`config.mk`:
```
export PLATFORM = sky130hd
export DESIGN_NAME = irq_route_top
export DESIGN_NICKNAME = d
export VERILOG_FILES = /design/src/rtl/irq_route_pkg.sv /design/src/rtl/irq_line_capture.sv /design/src/rtl/irq_tgt_select.sv /design/src/rtl/irq_route_top.sv
export SDC_FILE = /design/constraint.sdc
export NUM_CORES = 2
export LEC_CHECK = 0
export ABC_AREA = 1
export CAP_MARGIN = 10
export CORE_AREA = 2 2 288 290
export DETAILED_ROUTE_END_ITERATION = 8
export DIE_AREA = 0 0 290 292
export DONT_BUFFER_PORTS = 1
export PLACE_DENSITY = 0.75
export SYNTH_ARGS = -nofsm -noshare
export SYNTH_HDL_FRONTEND = slang
export SYNTH_SLANG_ARGS = --single-unit
```
`constraint.sdc`:
```
create_clock -name clk -period 4.3 [get_ports clk]
set_clock_uncertainty 0.05 [all_clocks]
set_input_delay 0.215 -clock clk [delete_from_list [all_inputs] [get_ports clk]]
set_output_delay 0.215 -clock clk [all_outputs]
set_load 0.02 [all_outputs]
```
`src/rtl/irq_route_pkg.sv`:
```
// Package: field positions of the register words and the per-source control type.
// Assumes 32-bit register words; bit positions are visible to software.
package irq_route_pkg;
    localparam int REG_W         = 32;
    localparam int PRIO_W        = 5;
    localparam int CFG_MASK_BIT  = 31;
    localparam int CFG_ACT_BIT   = 30;
    localparam int CFG_MODE_BIT  = 29;
    localparam int CFG_POL_BIT   = 23;
    localparam int CFG_SENSE_BIT = 22;
    localparam int CFG_PRIO_LSB  = 16;
    localparam int DST_EXT_BIT   = 31;
    localparam int DST_CRIT_TOP  = 30;

    typedef struct packed {
        logic              masked;
        logic              in_svc;
        logic              rotate;
        logic              act_high;
        logic              lvl;
        logic [PRIO_W-1:0] prio;
    } src_ctl_t;

    typedef enum logic { SEL_CTL = 1'b0, SEL_TGT = 1'b1 } reg_sel_e;
endpackage

```
`src/rtl/irq_line_capture.sv`:
```
// Module: turns raw lines into pending flags, per source.
// Applies polarity first. Level sources copy the asserted state each cycle.
// Edge sources latch a rising asserted state and hold it until retired.
// Assumes the lines are already synchronous to clk.
module irq_line_capture #(
    parameter int NUM_SRC = 32
) (
    input  logic               clk,
    input  logic               rst_n,
    input  logic [NUM_SRC-1:0] irq_in,
    input  logic [NUM_SRC-1:0] act_high,
    input  logic [NUM_SRC-1:0] lvl,
    input  logic [NUM_SRC-1:0] retire,
    output logic [NUM_SRC-1:0] pend
);
    logic [NUM_SRC-1:0] asserted;
    logic [NUM_SRC-1:0] prev_q;

    // Normalise polarity so that 1 always means asserted.
    assign asserted = irq_in ~^ act_high;

    // Keep the previous asserted state for edge detection.
    always_ff @(posedge clk) begin
        if (!rst_n) prev_q <= '0;
        else        prev_q <= asserted;
    end

    for (genvar i = 0; i < NUM_SRC; i++) begin : g_src
        // Per-source pending flag: follow the level, or set on edge / clear on retire.
        always_ff @(posedge clk) begin
            if (!rst_n)                           pend[i] <= 1'b0;
            else if (lvl[i])                      pend[i] <= asserted[i];
            else if (asserted[i] && !prev_q[i])   pend[i] <= 1'b1;
            else if (retire[i])                   pend[i] <= 1'b0;
        end

        assert_level_follow_R4: assert property (@(posedge clk) disable iff (!rst_n)
            lvl[i] |=> (pend[i] == $past(asserted[i])));
        assert_edge_set_R5: assert property (@(posedge clk) disable iff (!rst_n)
            (!lvl[i] && asserted[i] && !prev_q[i]) |=> pend[i]);
    end
endmodule

```
`src/rtl/irq_tgt_select.sv`:
```
// Module: picks the targets for one source from its enable set.
// Handles the single-last-target shortcut, broadcast style and rotating style.
// Purely combinational. Assumes NUM_TGT >= 2.
module irq_tgt_select #(
    parameter int NUM_TGT = 4,
    localparam int TW     = $clog2(NUM_TGT)
) (
    input  logic [NUM_TGT-1:0] ena,
    input  logic [TW-1:0]      last,
    input  logic               rotate,
    output logic [NUM_TGT-1:0] tmask,
    output logic [TW-1:0]      new_last,
    output logic               upd_last
);
    logic [NUM_TGT-1:0] last_bit;
    logic [NUM_TGT-1:0] rot_mask;
    logic [TW-1:0]      rot_last;
    logic               found;

    assign last_bit = {{(NUM_TGT-1){1'b0}}, 1'b1} << last;

    // Rotating search: first enabled target after the last one, wrapping around.
    always_comb begin
        rot_mask = '0;
        rot_last = last;
        found    = 1'b0;
        for (int k = 1; k < NUM_TGT; k++) begin
            if (!found && ena[TW'((int'(last) + k) % NUM_TGT)]) begin
                found = 1'b1;
                rot_mask[TW'((int'(last) + k) % NUM_TGT)] = 1'b1;
                rot_last = TW'((int'(last) + k) % NUM_TGT);
            end
        end
    end

    // Choose between the shortcut, broadcast and rotating results.
    always_comb begin
        if (ena == last_bit || !rotate) begin
            tmask    = ena;
            new_last = last;
            upd_last = 1'b0;
        end else begin
            tmask    = rot_mask;
            new_last = rot_last;
            upd_last = found;
        end
    end
endmodule

```
`src/rtl/irq_route_top.sv`:
```
// Module: interrupt source delivery router.
// Holds the per-source control and target words, captures the lines,
// scans one source per clock and emits registered raise pulses per target.
// Assumes a single write port, a combinational read port and at most one
// retire per cycle.
module irq_route_top
    import irq_route_pkg::*;
#(
    parameter int NUM_SRC   = 32,
    parameter int NUM_TGT   = 4,
    parameter int CRIT_TGTS = 2,
    parameter int VEC_W     = 8,
    localparam int SW       = $clog2(NUM_SRC),
    localparam int TW       = $clog2(NUM_TGT)
) (
    input  logic               clk,
    input  logic               rst_n,
    input  logic [NUM_SRC-1:0] irq_in,
    input  logic               crit_en,
    input  logic               wr_en,
    input  logic               wr_sel,
    input  logic [SW-1:0]      wr_idx,
    input  logic [REG_W-1:0]   wr_data,
    input  logic               rd_sel,
    input  logic [SW-1:0]      rd_idx,
    output logic [REG_W-1:0]   rd_data,
    input  logic               ack_valid,
    input  logic [SW-1:0]      ack_idx,
    output logic [NUM_TGT-1:0] raise_int,
    output logic [NUM_TGT-1:0] raise_crit,
    output logic [SW-1:0]      raise_src
);
    src_ctl_t             ctl_q   [NUM_SRC];
    logic [VEC_W-1:0]     vec_q   [NUM_SRC];
    logic [NUM_TGT-1:0]   ena_q   [NUM_SRC];
    logic [CRIT_TGTS-1:0] crit_q  [NUM_SRC];
    logic                 ext_q   [NUM_SRC];
    logic [TW-1:0]        last_q  [NUM_SRC];
    logic [SW-1:0]        scan_q;

    logic [NUM_SRC-1:0]   pend, act_high_v, lvl_v, retire_v, in_svc_nxt;
    logic [NUM_TGT-1:0]   tmask, crit_route;
    logic [TW-1:0]        new_last;
    logic                 upd_last, fire;
    logic                 unused_wdata;

    assign unused_wdata = ^wr_data;

    // Gather per-source fields into vectors for the capture stage.
    always_comb begin
        for (int i = 0; i < NUM_SRC; i++) begin
            act_high_v[i] = ctl_q[i].act_high;
            lvl_v[i]      = ctl_q[i].lvl;
            retire_v[i]   = ack_valid && (ack_idx == SW'(i));
        end
    end

    irq_line_capture #(.NUM_SRC(NUM_SRC)) u_cap (
        .clk      (clk),
        .rst_n    (rst_n),
        .irq_in   (irq_in),
        .act_high (act_high_v),
        .lvl      (lvl_v),
        .retire   (retire_v),
        .pend     (pend)
    );

    irq_tgt_select #(.NUM_TGT(NUM_TGT)) u_sel (
        .ena      (ena_q[scan_q]),
        .last     (last_q[scan_q]),
        .rotate   (ctl_q[scan_q].rotate),
        .tmask    (tmask),
        .new_last (new_last),
        .upd_last (upd_last)
    );

    // Eligibility of the source under the scan pointer.
    assign fire = pend[scan_q] && !ctl_q[scan_q].masked && (ctl_q[scan_q].prio != '0)
                  && !ctl_q[scan_q].in_svc && (tmask != '0);

    // Critical routing per target for the scanned source.
    for (genvar t = 0; t < NUM_TGT; t++) begin : g_crit
        if (t < CRIT_TGTS) begin : g_has
            assign crit_route[t] = crit_en && crit_q[scan_q][t];
        end else begin : g_none
            assign crit_route[t] = 1'b0;
        end
    end

    // Scan pointer: one source per clock, wrapping at the source count.
    always_ff @(posedge clk) begin
        if (!rst_n)                            scan_q <= '0;
        else if (scan_q == SW'(NUM_SRC - 1))   scan_q <= '0;
        else                                   scan_q <= scan_q + 1'b1;
    end

    // Registered raise pulses toward the targets.
    always_ff @(posedge clk) begin
        if (!rst_n) begin
            raise_int  <= '0;
            raise_crit <= '0;
            raise_src  <= '0;
        end else begin
            raise_int  <= fire ? (tmask & ~crit_route) : '0;
            raise_crit <= fire ? (tmask & crit_route)  : '0;
            raise_src  <= fire ? scan_q : '0;
        end
    end

    // Next in-service state: set by delivery, cleared by level drop, then by retire.
    always_comb begin
        for (int i = 0; i < NUM_SRC; i++) begin
            in_svc_nxt[i] = ctl_q[i].in_svc;
            if (fire && scan_q == SW'(i))      in_svc_nxt[i] = 1'b1;
            if (ctl_q[i].lvl && !pend[i])      in_svc_nxt[i] = 1'b0;
            if (retire_v[i])                   in_svc_nxt[i] = 1'b0;
        end
    end

    // Control word storage with write port and in-service update.
    always_ff @(posedge clk) begin
        for (int i = 0; i < NUM_SRC; i++) begin
            if (!rst_n) begin
                ctl_q[i] <= '{masked: 1'b1, in_svc: 1'b0, rotate: 1'b0,
                              act_high: 1'b1, lvl: 1'b0, prio: '0};
                vec_q[i] <= '0;
            end else if (wr_en && reg_sel_e'(wr_sel) == SEL_CTL && wr_idx == SW'(i)) begin
                ctl_q[i].masked   <= wr_data[CFG_MASK_BIT];
                ctl_q[i].in_svc   <= wr_data[CFG_ACT_BIT];
                ctl_q[i].rotate   <= wr_data[CFG_MODE_BIT];
                ctl_q[i].act_high <= wr_data[CFG_POL_BIT];
                ctl_q[i].lvl      <= wr_data[CFG_SENSE_BIT];
                ctl_q[i].prio     <= wr_data[CFG_PRIO_LSB +: PRIO_W];
                vec_q[i]          <= wr_data[VEC_W-1:0];
            end else begin
                ctl_q[i].in_svc   <= in_svc_nxt[i];
            end
        end
    end

    // Target word storage and last-served target tracking.
    always_ff @(posedge clk) begin
        for (int i = 0; i < NUM_SRC; i++) begin
            if (!rst_n) begin
                ena_q[i]  <= '0;
                crit_q[i] <= '0;
                ext_q[i]  <= 1'b0;
                last_q[i] <= '0;
            end else begin
                if (wr_en && reg_sel_e'(wr_sel) == SEL_TGT && wr_idx == SW'(i)) begin
                    ena_q[i] <= wr_data[NUM_TGT-1:0];
                    ext_q[i] <= wr_data[DST_EXT_BIT];
                    for (int t = 0; t < CRIT_TGTS; t++) crit_q[i][t] <= wr_data[DST_CRIT_TOP - t];
                end
                if (fire && upd_last && scan_q == SW'(i)) last_q[i] <= new_last;
            end
        end
    end

    // Read mux assembling the selected register word.
    always_comb begin
        rd_data = '0;
        if (reg_sel_e'(rd_sel) == SEL_CTL) begin
            rd_data[CFG_MASK_BIT]               = ctl_q[rd_idx].masked;
            rd_data[CFG_ACT_BIT]                = ctl_q[rd_idx].in_svc;
            rd_data[CFG_MODE_BIT]               = ctl_q[rd_idx].rotate;
            rd_data[CFG_POL_BIT]                = ctl_q[rd_idx].act_high;
            rd_data[CFG_SENSE_BIT]              = ctl_q[rd_idx].lvl;
            rd_data[CFG_PRIO_LSB +: PRIO_W]     = ctl_q[rd_idx].prio;
            rd_data[VEC_W-1:0]                  = vec_q[rd_idx];
        end else begin
            rd_data[DST_EXT_BIT]                = ext_q[rd_idx];
            for (int t = 0; t < CRIT_TGTS; t++) rd_data[DST_CRIT_TOP - t] = crit_q[rd_idx][t];
            rd_data[NUM_TGT-1:0]                = ena_q[rd_idx];
        end
    end

    assert_fire_pulse_R13: assert property (@(posedge clk) disable iff (!rst_n)
        fire |=> (((raise_int | raise_crit) != '0) && raise_src == $past(scan_q)));
    assert_scan_wrap_R13: assert property (@(posedge clk) disable iff (!rst_n)
        (scan_q == SW'(NUM_SRC - 1)) |=> (scan_q == '0));
    assert_rotate_onehot_R10: assert property (@(posedge clk) disable iff (!rst_n)
        (fire && ctl_q[scan_q].rotate) |-> $onehot(tmask));
    assert_crit_gated_R11: assert property (@(posedge clk) disable iff (!rst_n)
        (raise_crit != '0) |-> $past(crit_en));
    assert_no_dual_route_R11: assert property (@(posedge clk) disable iff (!rst_n)
        (raise_int & raise_crit) == '0);
endmodule

```
## Word-level counts from Yosys, hierarchy flattened

Memories as Yosys holds them, arrays and structs flattened. A register that Yosys moved wholly into a read port is not among the register bits.
Cells that the tools add are included.

| storage, ports and cells | value |
|---|---|
| register bits after elaboration | 82 |
| bits in writable memories | 864 |
| bits of input ports | 86 |
| output and inout bits | 45 |
| word-level logic and storage cells | 1951 |
| memories kept | 6 |

Memories:

| name | depth | width | rd ports | clocked after Yosys merged registers in | write ports | line | RTL |
|---|---|---|---|---|---|---|---|
| ctl_q | 32 | 10 | 34 | 1 | 32 | irq_route_top.sv:33 | `src_ctl_t ctl_q [NUM_SRC];` |
| vec_q | 32 | 8 | 1 | 0 | 32 | irq_route_top.sv:34 | `logic [VEC_W-1:0] vec_q [NUM_SRC];` |
| ena_q | 32 | 4 | 2 | 1 | 32 | irq_route_top.sv:35 | `logic [NUM_TGT-1:0] ena_q [NUM_SRC];` |
| crit_q | 32 | 2 | 2 | 1 | 32 | irq_route_top.sv:36 | `logic [CRIT_TGTS-1:0] crit_q [NUM_SRC];` |
| last_q | 32 | 2 | 1 | 1 | 32 | irq_route_top.sv:38 | `logic [TW-1:0] last_q [NUM_SRC];` |
| ext_q | 32 | 1 | 1 | 0 | 32 | irq_route_top.sv:37 | `logic ext_q [NUM_SRC];` |

| cells by class | value |
|---|---|
| $add $sub $neg | 4 |
| $lt $le $gt $ge | 7 |
| eq/ne operators | 94 |
| shift operators | 1 |
| mux-type cells | 1031 |
| bitwise gates (word level) | 424 |
| reductions and logical operators | 347 |

Operators with widths:

| cell | number |
|---|---|
| $mux W1 | 879 |
| $or A1 B1 Y1 | 416 |
| $mux W8 | 32 |
| $eq A5 B5 Y1 const B | 48 |
| $logic_and A1 B1 Y1 | 238 |
| $mux W5 | 37 |
| $mux W4 | 38 |
| $eq A5 B4 Y1 const B | 24 |
| $reduce_bool A3 Y1 | 32 |
| $mux W2 | 37 |
| $logic_not A1 Y1 | 69 |
| $eq A5 B3 Y1 const B | 12 |
| $xnor A32 B32 Y32 | 1 |
| $eq A5 B2 Y1 const B | 6 |
| $eq A5 B1 Y1 const B | 3 |
| $logic_not A5 Y1 | 3 |
| $lt A2 B4 Y1 const B | 3 |
| $or A4 B4 Y4 | 2 |
| $bmux W1 S2 | 3 |
| $demux W1 S2 | 3 |
| $ge A2 B1 Y1 const B | 3 |
| $lt A5 B6 Y1 const B | 1 |
| $add A5 B1 Y5 const B | 1 |
| $bmux W1 S5 | 1 |
| other kinds (14) | 16 |

## Longest topological paths before layout

| depth | value |
|---|---|
| depth in word-level cells | 20 |
| mapped depth | 29 |

## Cells and area by module

Synthesis repeated with hierarchy kept, for this count alone.

| unflattened totals | value |
|---|---|
| cell total of the unflattened synthesis | 5578 |
| area, all modules | 48377.6 sq um |

By module, submodules not included:

| module | times used | cells an instance | area an instance (sq um) | seq. area each (sq um) |
|---|---|---|---|---|
| irq_route_top | 1 | 5105 | 45078.2 | 26255.2 |
| irq_line_capture | 1 | 357 | 2713.9 | 1281.2 |
| irq_tgt_select | 1 | 116 | 585.6 | 0.0 |

## Worst setup path after synthesis

No wires, ideal clock.

| timing | value |
|---|---|
| kind | register to register |
| start point | register scan_q[0] |
| end point | memory last_q[8][0] in the netlist's numbering, enable pin |
| library setup time | 0.327 ns |
| arrival time | 2.928 ns |
| data required time | 3.923 ns |
| setup slack | 0.995 ns |
| stages on the path, launching flop included | 24 |
| clock period less this slack | 3.305 ns |
| cell sequence | dfxtp_1 buf_6 inv_2 buf_6 buf_6 o21ai_1 nand2_1 nand2_1 nand2_1 nand3b_1 nand2_1 ha_1 inv_1 nand3_2 a21boi_0 nor2_1 nand3_1 nand2_1 nand2_1 inv_2 nand2_2 buf_2 nand3_1 o21ai_0 |

RTL lines:

| element | line | RTL |
|---|---|---|
| start, declared | irq_route_top.sv:39 | `logic [SW-1:0] scan_q;` |
| start signal, assigned | irq_route_top.sv:94 | `else scan_q <= scan_q + 1'b1;` |
| end, declared | irq_route_top.sv:38 |  |

## Worst setup path in the final report

| timing | value |
|---|---|
| start point | input port rd_idx[0] |
| end point | output port rd_data[3] |

| between the ends | value |
|---|---|
| longest elaborated chain between the ends | 2 |

RTL lines:

| element | line | RTL |
|---|---|---|
| start, declared | irq_route_top.sv:25 | `input logic [SW-1:0] rd_idx,` |
| $mem_v2 Z32 W8 or $mem_v2 Z32 W4 (tied branches) | -- |  |
| $mux W4 (*) | irq_route_top.sv:163 | `if (reg_sel_e'(rd_sel) == SEL_CTL) begin` |
| end, declared | irq_route_top.sv:26 | `output logic [REG_W-1:0] rd_data,` |

Every way passes the cells marked *; elsewhere a longest branch is shown, timed or not.

==> key figures <==
Power and ir drop
  – Pint: 0.0162 W
  – Reg power frac: 47.7%
  – Overall Power: 0.0225 W
  – Sw Ratio: 28.0%
  – Part of the power in the clock network: 38.1%
  – PD cells: 422 nW/um^2
  – IR drop worst, VDD: 0.478 mV
  – Combinational Power Share: 14.2%
  – Leak: 20.5 nW
  – Psw: 0.00629 W

Yosys
  – Ys Warns: 0
  – Fraction of the mapped netlist area in adder cells: 0.362%
  – Post-synth EDFFs: 863
  – Sequential share of the synthesized area: 56.8%
  – Synth Flop Type: edfxtp_1
  – Async set-reset flop share out of synthesis: 0%
  – Count leader, synth: nor2_1
  – Top-area cell type share of the netlist area: 53.5%
  – Library cells used by synthesis: 55
  – Post-Synthesis Mean Instance Area: 8.69 um^2
  – Post-Synth Simple-Gate Area: 21.9%
  – Complex-gate fraction of the synthesized area: 13.8%
  – Synth top area cells: edfxtp_1 53%, nor2_1 11%, o21ai_0 6.3%, nand2_1 6.0%, dfxtp_1 3.3%
  – Mapped Area: 48400 um^2
  – Syn Inst Count: 5574
  – Commonest cells in the netlist: 1437 x nor2_1, 863 x edfxtp_1, 776 x nand2_1
  – Flops & latches, synth: 944
  – XOR/XNOR Fraction of Synth Area: 0.181%
  – Largest family of logic cells by synthesized area: simple AND/OR/NAND/NOR gates
  – Post-synth top area cell: edfxtp_1
  – Multiplexer share of the synthesized area: 0%

Floorplan
  – Initial Util: 59.4%
  – Row cnt: 105
  – Core area: 81600 um^2
  – Die area: 84700 um^2
  – Die Span Y: 292 um
  – Chip width: 290 um
  – # IOs: 131

Clocking
  – Clock tree buffer depth: 3
  – CTS tree: yes
  – # Post-CTS Setup Buffers: 0
  – # H-tree levels: 3
  – CTS sink count: 944
  – Clk_lat worst skew: 0.71 ns
  – CTS root buf: clkbuf_16
  – Total CTS buffers: 99
  – Clk pin slew, worst setup/hold paths: 0.06 ns

Detailed routing
  – Total Wirelength: 168000 um
  – Via density: 6.48
  – Initial DRC Count: 6993
  – Via count: 43000
  – Drt pass-1 iters: 7
  – Post-route DRC: 0
  – Post-DRT Antenna Nets: 0
  – Drt wl/cell: 25.3 um

STA
  – Max_slew headroom: 10.9%
  – Unrepaired setup endpoints after global routing: no
  – Slew @ Worst Pin: 1.34 ns
  – Fin crit period: 4.31 ns
  – Maximum clock frequency: 232 MHz
  – Final WS setup: -0.0145 ns
  – Final Hold Fails: 0
  – Final setup fails: 1
  – Smallest hold slack: 0.0194 ns
  – Max-slew violations: 0
  – Tcrit/Tclk final: 100%

Placed design
  – GPL Wtd Cong: 0.977
  – PortBufs: 0
  – Post-detail-place hpwl: 103000 um

GRT
  – Vias in the first global route: 40200
  – Grt ovf: 0
  – First-pass GRT wire length: 247000 um
  – Largest net degree at the start of global routing: 417
  – Antenna violations before repair: 7
  – GRT Total Usage: 38.8%

Finish
  – Area grow syn2layout: 10.1%
  – Nets: 5584
  – Share of cells above drive strength 1: 6.34%
  – Filler cells: 6524
  – Post-layout util: 65.4%
  – Multi-input combinational cell area: 17800 um^2
  – FF+latch area: 27500 um^2

Critical path
  – Critical path arrival: 4.05 ns
  – CP Max Fanout: 416
  – Type of the worst setup path: input pin to output port
  – Reg-to-reg setup timing slack: 0.20 ns
  – Crit. End Element: output port
  – Required @ worst endpoint: 4.03 ns
  – Crit path launch type: input pin
  – R2R cell count: 23

Run status
  – Failing checks: negative setup slack
  – Status: finished, violations left

Min path
  – HP Class: input pin to register
  – Hold Path Depth: 2

Job
  – Max-Cap Viols: 0
-- cells by family after synthesis --
| kind of cell | count (synthesis) |
|---|---|
| and+or+nand+nor | 2621 |
| adders and majority gates | 14 |
| buffers and inverters | 816 |
| AOI/OAI and AO/OA | 1167 |
| xor gates and xnor gates | 10 |
| other | 2 |
| DFF | 944 |
-- critical path, cell delays in order --
cell and delay (ns):
inv_8 1.02, o21ai_0 0.16, a21oi_1 0.20, nor3_1 0.08, o311ai_0 0.78, o211ai_1 0.35, o21ai_0 0.31, buf_4 0.23
-- state kept, by name (all words and copies together), names as in the netlist --
register	count
raise_crit	2
u_cap.prev_q	32
raise_int	4
ctl_q	320
u_cap.pend	32
ext_q	32
scan_q	5
raise_src	5
ena_q	128
last_q	64
crit_q	64
vec_q	256
-- path summary, 6_finish.rpt --
path,startpoint,to
worst max-delay path,rd_idx[0],rd_data[3]
worst min-delay path,wr_idx[4],ena_q[18][2]
worst max register to register,scan_q[0],last_q[2][0]
worst min register to register,u_cap.prev_q[22],u_cap.pend[22]
-- area by class of cell --
cell class / instances / area share (%)
timing repair buffer: 211 / 3.79
antenna: 4 / 0.0188
tap: 1070 / 2.51
sequential: 944 / 51.7
inverter: 368 / 2.64
clock buffer: 136 / 5.19
clock inverter: 48 / 0.885
multi-input combinational: 3860 / 33.3
-- power groups by stage --
stage | logic, W | registers (W) | clock network (W)
floorplan | 0.00206 | 0.0108 | 0
global placement | 0.00294 | 0.0109 | 0
detailed placement | 0.00297 | 0.0109 | 0
CTS | 0.00308 | 0.0107 | 0.00853
global route | 0.00339 | 0.0108 | 0.00889
finish | 0.00320 | 0.0107 | 0.00858
-- timing repair --
action | in CTS | in global routing
setup endpoints to repair | 0 | 32
endpoints found under the hold margin | 590 | 0
gates resized for setup | 0 | 7
hold buffers | 63 | 0
-- placed cells by master (no fill, tap or decap), drive strengths merged, types with 22 or more instances in the layout --
cell / netlist / layout
nand3: 258 / 258
o41ai: 22 / 22
conb: 2 / 48
a31oi: 26 / 26
o22ai: 101 / 101
nand4: 75 / 75
nor3: 42 / 42
inv: 362 / 364
nor2: 1443 / 1443
dfxtp: 81 / 81
a21oi: 181 / 181
clkinv: 6 / 47
nand2: 781 / 781
o211ai: 42 / 42
edfxtp: 863 / 863
a211oi: 24 / 24
clkbuf: 332 / 136
dlygate4sd3: 0 / 61
o21ai: 653 / 653
o221ai: 53 / 53
buf: 116 / 150
-- metal layers --
metal | vias to the layer above | GRT usage (%) | wire length [um]
li1 | 18800 | - | -
met1 | 20000 | 49.7 | 57500
met2 | 3499 | 59.7 | 73800
met3 | 714 | 9.84 | 24600
met4 | 8 | 23.7 | 12100
met5 | - | 0 | 51
-- metrics by stage --
stage                     setup TNS (ns)  area (um^2)  setup WS, ns  std cells
after floorplan                        0        48600         0.995       5620
after global placement                 0        49400         0.322       6390
after detailed placement               0        49400         0.220       6390
after CTS                              0        53300         0.185       6637
after global routing                   0        53300       0.00492       6639
final                            -0.0145        53300       -0.0145       6641
No activity file was read; power rests on OpenSTA's default activity.
